### src/rtl/dpc_pkg.sv
package dpc_pkg;
    typedef enum logic [1:0] {
        CTX_USER  = 2'd0,
        CTX_SUPER = 2'd1,
        CTX_HYPER = 2'd2,
        CTX_NONE  = 2'd3
    } ctx_e;

    typedef enum logic [1:0] {
        RA_CTRL  = 2'd0,
        RA_COUNT = 2'd1,
        RA_FLAGS = 2'd2,
        RA_NONE  = 2'd3
    } reg_addr_e;

    localparam int EN_USER_BIT  = 0;
    localparam int EN_SUPER_BIT = 1;
    localparam int EN_HYPER_BIT = 2;
    localparam int IRQ_EN_BIT   = 3;
    localparam int NUM_CTR      = 2;
endpackage

### src/rtl/dpc_ctx_gate.sv
module dpc_ctx_gate
    import dpc_pkg::*;
(
    input  logic [2:0] ctx_en,
    input  logic [1:0] ctx,
    output logic       count_ok
);
    ctx_e cur;
    assign cur = ctx_e'(ctx);

    always_comb begin
        unique case (cur)
            CTX_USER:  count_ok = ctx_en[EN_USER_BIT];
            CTX_SUPER: count_ok = ctx_en[EN_SUPER_BIT];
            CTX_HYPER: count_ok = ctx_en[EN_HYPER_BIT];
            default:   count_ok = 1'b0;
        endcase
    end

    // no enable set means no counting in any context
    always_comb begin
        if (ctx_en == 3'b000) assert_gate_closed_R6: assert (!count_ok);
    end
endmodule

### src/rtl/dpc_counter.sv
module dpc_counter #(
    parameter int CW    = 32,
    parameter int EVT_W = 4,
    localparam int NUM_EVT = 1 << EVT_W
) (
    input  logic               clk,
    input  logic               rst_n,
    input  logic               count_ok,
    input  logic [EVT_W-1:0]   sel,
    input  logic [NUM_EVT-1:0] evt_pulse,
    input  logic               load,
    input  logic [CW-1:0]      load_val,
    input  logic               clr_flag,
    output logic [CW-1:0]      count,
    output logic               flag,
    output logic               wrap
);
    localparam logic [EVT_W-1:0] PARK_CODE = '1;
    localparam logic [CW-1:0]    ALL_ONES  = '1;

    logic hit;
    assign hit  = count_ok && (sel != PARK_CODE) && evt_pulse[sel];
    assign wrap = hit && !load && (count == ALL_ONES);

    always_ff @(posedge clk or negedge rst_n) begin
        if (!rst_n)     count <= '0;
        else if (load)  count <= load_val;
        else if (hit)   count <= count + CW'(1);
    end

    always_ff @(posedge clk or negedge rst_n) begin
        if (!rst_n) flag <= 1'b0;
        else        flag <= wrap | (flag & ~clr_flag);
    end

    // without a load a counter moves by at most one per edge
    assert_step_one_R2: assert property (@(posedge clk) disable iff (!rst_n)
        !load |=> (count == $past(count) || count == $past(count) + CW'(1)));
    // parked code holds the count
    assert_park_holds_R7: assert property (@(posedge clk) disable iff (!rst_n)
        (sel == PARK_CODE && !load) |=> $stable(count));
    // wrap lands at zero with the flag raised
    assert_wrap_flag_R3: assert property (@(posedge clk) disable iff (!rst_n)
        wrap |=> (flag && count == '0));
    // load beats a same-cycle event
    assert_load_wins_R9: assert property (@(posedge clk) disable iff (!rst_n)
        load |=> count == $past(load_val));
    // clearing without a wrap drops the flag
    assert_w1c_R5: assert property (@(posedge clk) disable iff (!rst_n)
        (clr_flag && !wrap) |=> !flag);
endmodule

### src/rtl/dual_perf_counter.sv
module dual_perf_counter
    import dpc_pkg::*;
#(
    parameter int CW       = 32,
    parameter int EVT_W    = 4,
    parameter int LO_SHIFT = 8,
    parameter int HI_SHIFT = 16,
    localparam int NUM_EVT = 1 << EVT_W,
    localparam int DW      = NUM_CTR * CW,
    localparam int CTRL_W  = HI_SHIFT + EVT_W
) (
    input  logic               clk,
    input  logic               rst_n,
    input  logic [1:0]         ctx,
    input  logic [NUM_EVT-1:0] evt_pulse,
    input  logic               wr_en,
    input  logic [1:0]         wr_addr,
    input  logic [1:0]         wr_be,
    input  logic [DW-1:0]      wr_data,
    input  logic [1:0]         rd_addr,
    output logic [DW-1:0]      rd_data,
    output logic               irq
);
    logic [CTRL_W-1:0]  ctrl;
    logic               count_ok;
    logic [CW-1:0]      cnt   [NUM_CTR];
    logic [NUM_CTR-1:0] flags;
    logic [NUM_CTR-1:0] wraps;
    reg_addr_e          wa, ra;

    assign wa = reg_addr_e'(wr_addr);
    assign ra = reg_addr_e'(rd_addr);

    always_ff @(posedge clk or negedge rst_n) begin
        if (!rst_n) ctrl <= '0;
        else if (wr_en && wa == RA_CTRL && wr_be[0]) ctrl <= wr_data[CTRL_W-1:0];
    end

    dpc_ctx_gate u_gate (
        .ctx_en   (ctrl[EN_HYPER_BIT:EN_USER_BIT]),
        .ctx      (ctx),
        .count_ok (count_ok)
    );

    for (genvar i = 0; i < NUM_CTR; i++) begin : g_ctr
        localparam int SHIFT = (i == 0) ? HI_SHIFT : LO_SHIFT;
        localparam int TOP   = (NUM_CTR - i) * CW - 1;
        logic load, clr;
        assign load = wr_en && (wa == RA_COUNT) && wr_be[NUM_CTR-1-i];
        assign clr  = wr_en && (wa == RA_FLAGS) && wr_be[0] && wr_data[i];
        dpc_counter #(.CW(CW), .EVT_W(EVT_W)) u_ctr (
            .clk       (clk),
            .rst_n     (rst_n),
            .count_ok  (count_ok),
            .sel       (ctrl[SHIFT +: EVT_W]),
            .evt_pulse (evt_pulse),
            .load      (load),
            .load_val  (wr_data[TOP -: CW]),
            .clr_flag  (clr),
            .count     (cnt[i]),
            .flag      (flags[i]),
            .wrap      (wraps[i])
        );
    end

    assign irq = ctrl[IRQ_EN_BIT] && (|flags);

    always_comb begin
        unique case (ra)
            RA_CTRL:  rd_data = DW'(ctrl);
            RA_COUNT: rd_data = {cnt[0], cnt[1]};
            RA_FLAGS: rd_data = DW'(flags);
            default:  rd_data = '0;
        endcase
    end

    // a wrap with interrupts enabled raises irq on the next edge
    assert_wrap_irq_R4: assert property (@(posedge clk) disable iff (!rst_n)
        (ctrl[IRQ_EN_BIT] && (|wraps) && !(wr_en && wa == RA_CTRL)) |=> irq);
    // upper-only counter write leaves the lower counter to its own events
    assert_half_write_R8: assert property (@(posedge clk) disable iff (!rst_n)
        (wr_en && wa == RA_COUNT && wr_be == 2'b10)
        |=> (cnt[1] == $past(cnt[1]) || cnt[1] == $past(cnt[1]) + CW'(1)));
    // nothing pending right out of reset
    assert_reset_quiet_R1: assert property (@(posedge clk) disable iff (!rst_n)
        $rose(rst_n) |-> (flags == '0 && !irq));
endmodule

### config.mk
export PLATFORM = sky130hd
export DESIGN_NAME = dual_perf_counter
export DESIGN_NICKNAME = d
export VERILOG_FILES = /design/src/rtl/dpc_pkg.sv /design/src/rtl/dpc_ctx_gate.sv /design/src/rtl/dpc_counter.sv /design/src/rtl/dual_perf_counter.sv
export SDC_FILE = /design/constraint.sdc
export NUM_CORES = 1
export LEC_CHECK = 0
export BUFFER_PORTS_ARGS = -buffer_cell sky130_fd_sc_hd__buf_2
export CAP_MARGIN = 40
export CORE_MARGIN = 4
export CORE_UTILIZATION = 55
export CTS_BUF_LIST = sky130_fd_sc_hd__clkbuf_2
export DETAILED_ROUTE_END_ITERATION = 10
export PLACE_DENSITY_LB_ADDON = 0.1
export SLEW_MARGIN = 20
export SYNTH_ARGS = -nofsm -noshare
export SYNTH_HDL_FRONTEND = slang
export SYNTH_SLANG_ARGS = --single-unit
### constraint.sdc
create_clock -name clk -period 3 [get_ports clk]
set_clock_uncertainty 0.05 [all_clocks]
set_input_delay 0.3 -clock clk [delete_from_list [all_inputs] [get_ports clk]]
set_output_delay 0.3 -clock clk [all_outputs]
set_load 0.02 [all_outputs]
# Word level (Yosys, flattened, before mapping)
# Cells that the tools add are included.
word_totals:
  out_inout_bits: 65
  wordCells: 61
  register_bits: 86
classes:
  magnitude_cmp: 2
  n_eq_ne: 10
  n_bitwise: 6
  add_sub_neg: 2
  reduce_logical: 26
  mux: 10
ops:
  columns: ["op", "n"]
  rows:
  - ["$pmux 64 s3", 1]
  - ["$mux 32", 4]
  - ["$add 32x1->32 const B", 2]
  - ["$eq 32x32->1 const B", 2]
  - ["$logic_and 1x1->1", 18]
  - ["$lt 4x5->1 const B", 2]
  - ["$bmux 1 s4", 2]
  - ["$ne 4x4->1 const B", 2]
  - ["$eq 2x1->1 const B", 3]
  - ["$eq 2x2->1 const B", 3]
  - ["$logic_not 2->1", 3]
  - ["$reduce_bool 2->1", 2]
  - ["$pmux 1 s3", 1]
  - ["$and 1x1->1", 2]
  - ["$logic_not 1->1", 2]
  - ["$mux 1", 2]
  - ["$not 1->1", 2]
  - ["$or 1x1->1", 2]
  - ["$reduce_or 2->1", 1]

# Longest topological paths before layout
logic_depth:
  depth_word: 7
  mapped_depth: 9

# Cells and area by module
# From an unflattened synthesis, not the netlist that was laid out.
hier_totals:
  cells_unflattened: 722
  hier_area_um2: 6324.8
by_module_without_submodules:
  columns: ["module", "seq_area_each_um2", "cells_per_inst", "instances", "area_per_inst_um2"]
  rows:
  - ["dpc_counter at g_ctr[0].u_ctr", 825.8, 317, 1, 2626.3]
  - ["dpc_counter at g_ctr[1].u_ctr", 825.8, 259, 1, 2254.7]
  - ["dual_perf_counter", 500.5, 143, 1, 1421.4]
  - ["dpc_ctx_gate", 0.0, 3, 1, 22.5]

# Least setup slack after synthesis
# No wires, ideal clock.
synth_timing:
  path_type: "reg2reg"
  start: "register ctrl[18]"
  end: "register g_ctr[0].u_ctr.count[25]"
  slack_ps: 944
  required_ps: 2813
  path_stages_with_launch: 9
  arrival_ps: 1869
  path_cell_list: "dfrtp_1 buf_4 mux2_1 nor3b_1 nor4b_4 buf_2 o2111ai_1 xor2_1 a21oi_1"
synth_between:
  elab_chain_cells: 4
  elab_cells_between_ends: 6
  classes_between: "eq/ne (1); mux (2); reduce/logical (3)"
synth_rtl:
  columns: ["element", "line", "text"]
  rows:
  - ["start: declaration", "dual_perf_counter.sv:24", "logic [CTRL_W-1:0] ctrl;"]
  - ["start signal: assignment", "dual_perf_counter.sv:36", "else if (wr_en && wa == RA_CTRL && wr_be[0]) ctrl <= wr_data[CTRL_W-1:0];"]
  - ["$bmux 1 s4 / $ne 4x4->1 (equally long branches)", "dpc_counter.sv:22", "assign hit = count_ok && (sel != PARK_CODE) && evt_pulse[sel];"]
  - ["$mux 1 (not written as such) / $logic_and 1x1->1 (equally long branches)", "dpc_counter.sv:22", null]
  - ["$logic_and 1x1->1 *", "dpc_counter.sv:22", null]
  - ["$reduce_bool 2->1 (no source line) *", null, null]
  - ["end signal: assignment", "dpc_counter.sv:27", "else if (load) count <= load_val;"]
  - ["end signal: assignment", "dpc_counter.sv:28", "else if (hit) count <= count + CW'(1);"]
  - ["end: declaration", "dpc_counter.sv:14", "output logic [CW-1:0] count,"]
# Every way passes the cells marked *; elsewhere a longest branch is shown, timed or not. The select of a mux whose other input is x is not followed.
# A chain may end at the register's enable or synchronous reset.

# Worst setup path after layout
layout_timing:
  start: "register g_ctr[1].u_ctr.count[2]"
  end: "register g_ctr[1].u_ctr.count[24]"
layout_between:
  elab_chain_cells: 3
layout_rtl:
  columns: ["element", "line"]
  rows:
  - ["start: declaration", "dpc_counter.sv:14"]
  - ["start signal: assignment", "dpc_counter.sv:27"]
  - ["start signal: assignment", "dpc_counter.sv:28"]
  - ["$add 32x1->32", "dpc_counter.sv:28"]
  - ["$mux 32", "dpc_counter.sv:28"]
  - ["$mux 32", "dpc_counter.sv:27"]
# No other way between the ends. The select of a mux whose other input is x is not followed.

==> results.py <==
metrics = {
    "route": {
        "dr.pass1.iters": 5,
        "via_count": 5462,
        "remaining_drc_errors": 0,
        "drt-initial-drc-count": 301,
        "drt_wl_total_mm": 16.19,
        "antenna_left": 0,
        "routed_via_density": 5.614,
        "wire_per_inst_um": 16.64,
    },
    "critical_path": {
        "crit_buf_inv": 1,
        "slowest_delay_ns": 0.54,
        "crit_fanout": 9,
        "crit_path_start_kind": "flop",
        "arrival_ns": 2.91,
        "worstPathRequired_ns": 3.38,
        "crit_chain": "nand2_2 > nor4_4 > nand4_4 > buf_4 > a2111oi_2 > xnor2_1 > a21oi_1",
        "critPathCaptureType": "flop",
        "path_class": "flop to flop",
        "cp_top_family": "simple AND/OR/NAND/NOR gates",
        "slowest_stage": "dfrtp_1",
    },
    "floorplan": {
        "die-area_um2": 12370,
        "fp.dieH_um": 111.2,
        "ios": 156,
        "core-area_um2": 10370,
        "die_w_um": 111.2,
        "start_util": 0.5649,
        "rows": 37,
    },
    "layout": {
        "area_growth_pct": 29.69,
        "antenna_cells": 0,
        "drive_above_1_share": 0.2772,
        "final_cell_count_no_fill": 973,
        "fin_area_um2": 7597,
        "nets": 925,
    },
    "clock_network": {
        "h-tree-depth": 3,
        "clock-sinks": 86,
        "cts_tree": "yes",
        "clockRootBuffer": "clkbuf_2",
        "cts_buffer_depth": 2,
        "insertion_delay_ns": 0.57,
        "clk_pin_slew_ns": 0.27,
        "numCtsBuffers": 9,
        "ctsHoldBuffers": 67,
        "cts_setup_buffers": 0,
        "post_cts_resize_count": 0,
    },
    "yosys": {
        "synth_edf_count": 0,
        "yosysUniqueCellTypes": 53,
        "ys_ff_latch": 86,
        "synth_nets": 722,
        "ys_warn_count": 0,
        "synth_ff_type": "dfrtp_1",
        "ys_seq_area_frac": 0.3674,
        "netlist_area_um2": 5858,
        "avgSynthCellArea_um2": 9.313,
        "async_reset_ff_frac": 1.000,
        "synthCells": 629,
    },
    "timing": {
        "rsz0062_at_grt": "false",
        "holdWs_ns": 0.06528,
        "relSlewSlack": 0.4466,
        "finalMaxSlewViolations": 0,
        "tightest_slew_ns": 0.8271,
        "max_freq_mhz": 395.9,
        "setup_viol": 0,
        "hold_violations": 0,
        "min_period_over_period": 0.8420,
        "setup_tns_ns": 0,
        "finalCriticalPeriod_ns": 2.526,
    },
    "pwr": {
        "pwr-share-seq": 0.446,
        "comb_power_share": 0.362,
        "p_clk_frac": 0.192,
        "p_switching_mw": 1.686,
        "p_per_area_nw_per_um2": 547.0,
        "power.total_mw": 4.156,
        "p_sw_frac": 0.4057,
        "ir_drop_v": 0.0003144,
        "internal-power_mw": 2.470,
        "leakagePower_nw": 3.229,
    },
    "outcome": {
        "status": "finished clean",
    },
    "global_routing": {
        "grt_use_total": 0.2586,
        "grt_pass1_vias": 5450,
        "grt_max_degree": 47,
        "antenna_found_initial": 0,
        "grt_first_pass_wirelength_mm": 26.61,
        "grt_overflow": 0,
    },
    "flow_run": {
        "drv_cap": 0,
    },
    "placed_design": {
        "port_buffers": 154,
        "place_inst": 890,
        "placed_cell_area_um2": 6759,
        "place_congestion": 0.8646,
        "hpwl_mm": 11.02,
    },
    "hold_path": {
        "hold_class": "input port to flop",
    },
}
## registers in the layout, summed over array words and instances (netlist names)
| register | cells |
|---|---|
| g_ctr.u_ctr.flag | 2 |
| g_ctr.u_ctr.count | 64 |
| ctrl | 20 |
## power groups by stage
| stage | sequential [mW] | clock [mW] | combinational (mW) |
|---|---|---|---|
| finish | 1.85 | 0.798 | 1.51 |
| global placement | 1.85 | 0 | 1.39 |
| floorplan | 1.73 | 0 | 1.10 |
| detailed placement | 1.87 | 0 | 1.43 |
| global route | 1.91 | 0.856 | 1.65 |
| CTS | 1.85 | 0.815 | 1.50 |
## final timing paths
| kind | cells past startpoint | slack [ns] | startpoint | to |
|---|---|---|---|---|
| max in group asynchronous | 3 | 1.99 | rst_n | g_ctr[0].u_ctr.count[31]$_DFFE_PN0P_ |
| worst max-delay path | 7 | 0.47 | g_ctr[1].u_ctr.count[2]$_DFFE_PN0P_ | g_ctr[1].u_ctr.count[24]$_DFFE_PN0P_ |
| worst min register to register | 1 | 0.49 | ctrl[6]$_DFFE_PN0P_ | ctrl[6]$_DFFE_PN0P_ |
| min in group asynchronous | 2 | 0.15 | rst_n | g_ctr[1].u_ctr.count[12]$_DFFE_PN0P_ |
| worst max register to register | 7 | 0.47 | g_ctr[1].u_ctr.count[2]$_DFFE_PN0P_ | g_ctr[1].u_ctr.count[24]$_DFFE_PN0P_ |
| worst min-delay path | 5 | 0.07 | wr_addr[0] | g_ctr[1].u_ctr.flag$_DFF_PN0_ |
## placed cells by master (no fill, tap or decap), types with 10 or more instances in the layout
cell type,netlist,final
dlygate4sd3_1,0,67
dfrtp_1,86,86
a21oi_1,46,46
xor2_1,24,24
nand3_1,15,15
buf_2,7,153
nor2_1,72,72
inv_1,10,10
xnor2_1,31,31
mux2_2,19,19
a2111oi_4,12,12
buf_4,3,14
and2_1,48,48
o2111ai_1,12,12
nand2_1,45,44
mux2i_1,33,33
o21ai_0,29,29
nand4_1,12,12
## through the flow
stage | setup WS, ns | util
floorplan | 0.9441 | -
global placement | 0.5202 | 0.6507
detailed placement | 0.4657 | 0.6518
CTS | 0.4886 | 0.7326
global route | 0.3085 | 0.7326
finish | 0.4741 | 0.7326
## worst register-to-register path, cell delays in order, from the launching register on
cell,delay (ns)
dfrtp_1,0.54
nand2_2,0.13
nor4_4,0.48
nand4_4,0.26
buf_4,0.29
a2111oi_2,0.41
xnor2_1,0.16
a21oi_1,0.08
## routing by layer
metal	GRT usage	part of all wire	up-vias
met5	0	0	-
met3	0.03876	0.048	34
met1	0.3453	0.44	2610
met2	0.4258	0.48	177
met4	0.09651	0.025	0
li1	-	-	2641
## synth_stat cells (4+ instances only)
library cell	number	area share
dfrtp_1	86	0.37
nor2_1	72	0.046
and2_1	48	0.051
a21oi_1	46	0.039
nand2_1	45	0.029
mux2i_1	33	0.056
xnor2_1	31	0.046
o21ai_0	29	0.025
clkbuf_1	28	0.018
xor2_1	24	0.036
mux2_2	19	0.037
nand3_1	15	0.013
a2111oi_4	12	0.056
nand4_1	12	0.013
o2111ai_1	12	0.018
inv_1	10	0.0064
a211oi_1	9	0.012
a31oi_1	9	0.0096
nor2b_1	9	0.0096
and3_1	7	0.0075
buf_2	7	0.0060
o21ai_1	7	0.0060
or3_1	7	0.0075
buf_1	6	0.0038
and4_1	4	0.0060
## logic make-up (layout without fill, tap and decap cells)
family	after synthesis	after routing	synth area share
compound gates	141	141	0.1937
xor+xnor	55	55	0.08223
fa+ha+maj	2	2	0.004271
buf+inv	55	263	0.03994
flops	86	86	0.3674
mux	54	54	0.09675
simple gates	236	236	0.2157
## layout make-up
| class | instances | area [um2] |
|---|---|---|
| flip-flops and latches | 86 | 2152 |
| clock inverters | 7 | 122.6 |
| repair buffers | 237 | 1593 |
| clock buffers | 9 | 45.04 |
| multi-input cells | 488 | 3477 |
| well taps | 136 | 170.2 |
| inverters | 10 | 37.54 |
| fillers | 796 | 2773 |
Note: power is estimated with default switching activity, not from simulation.
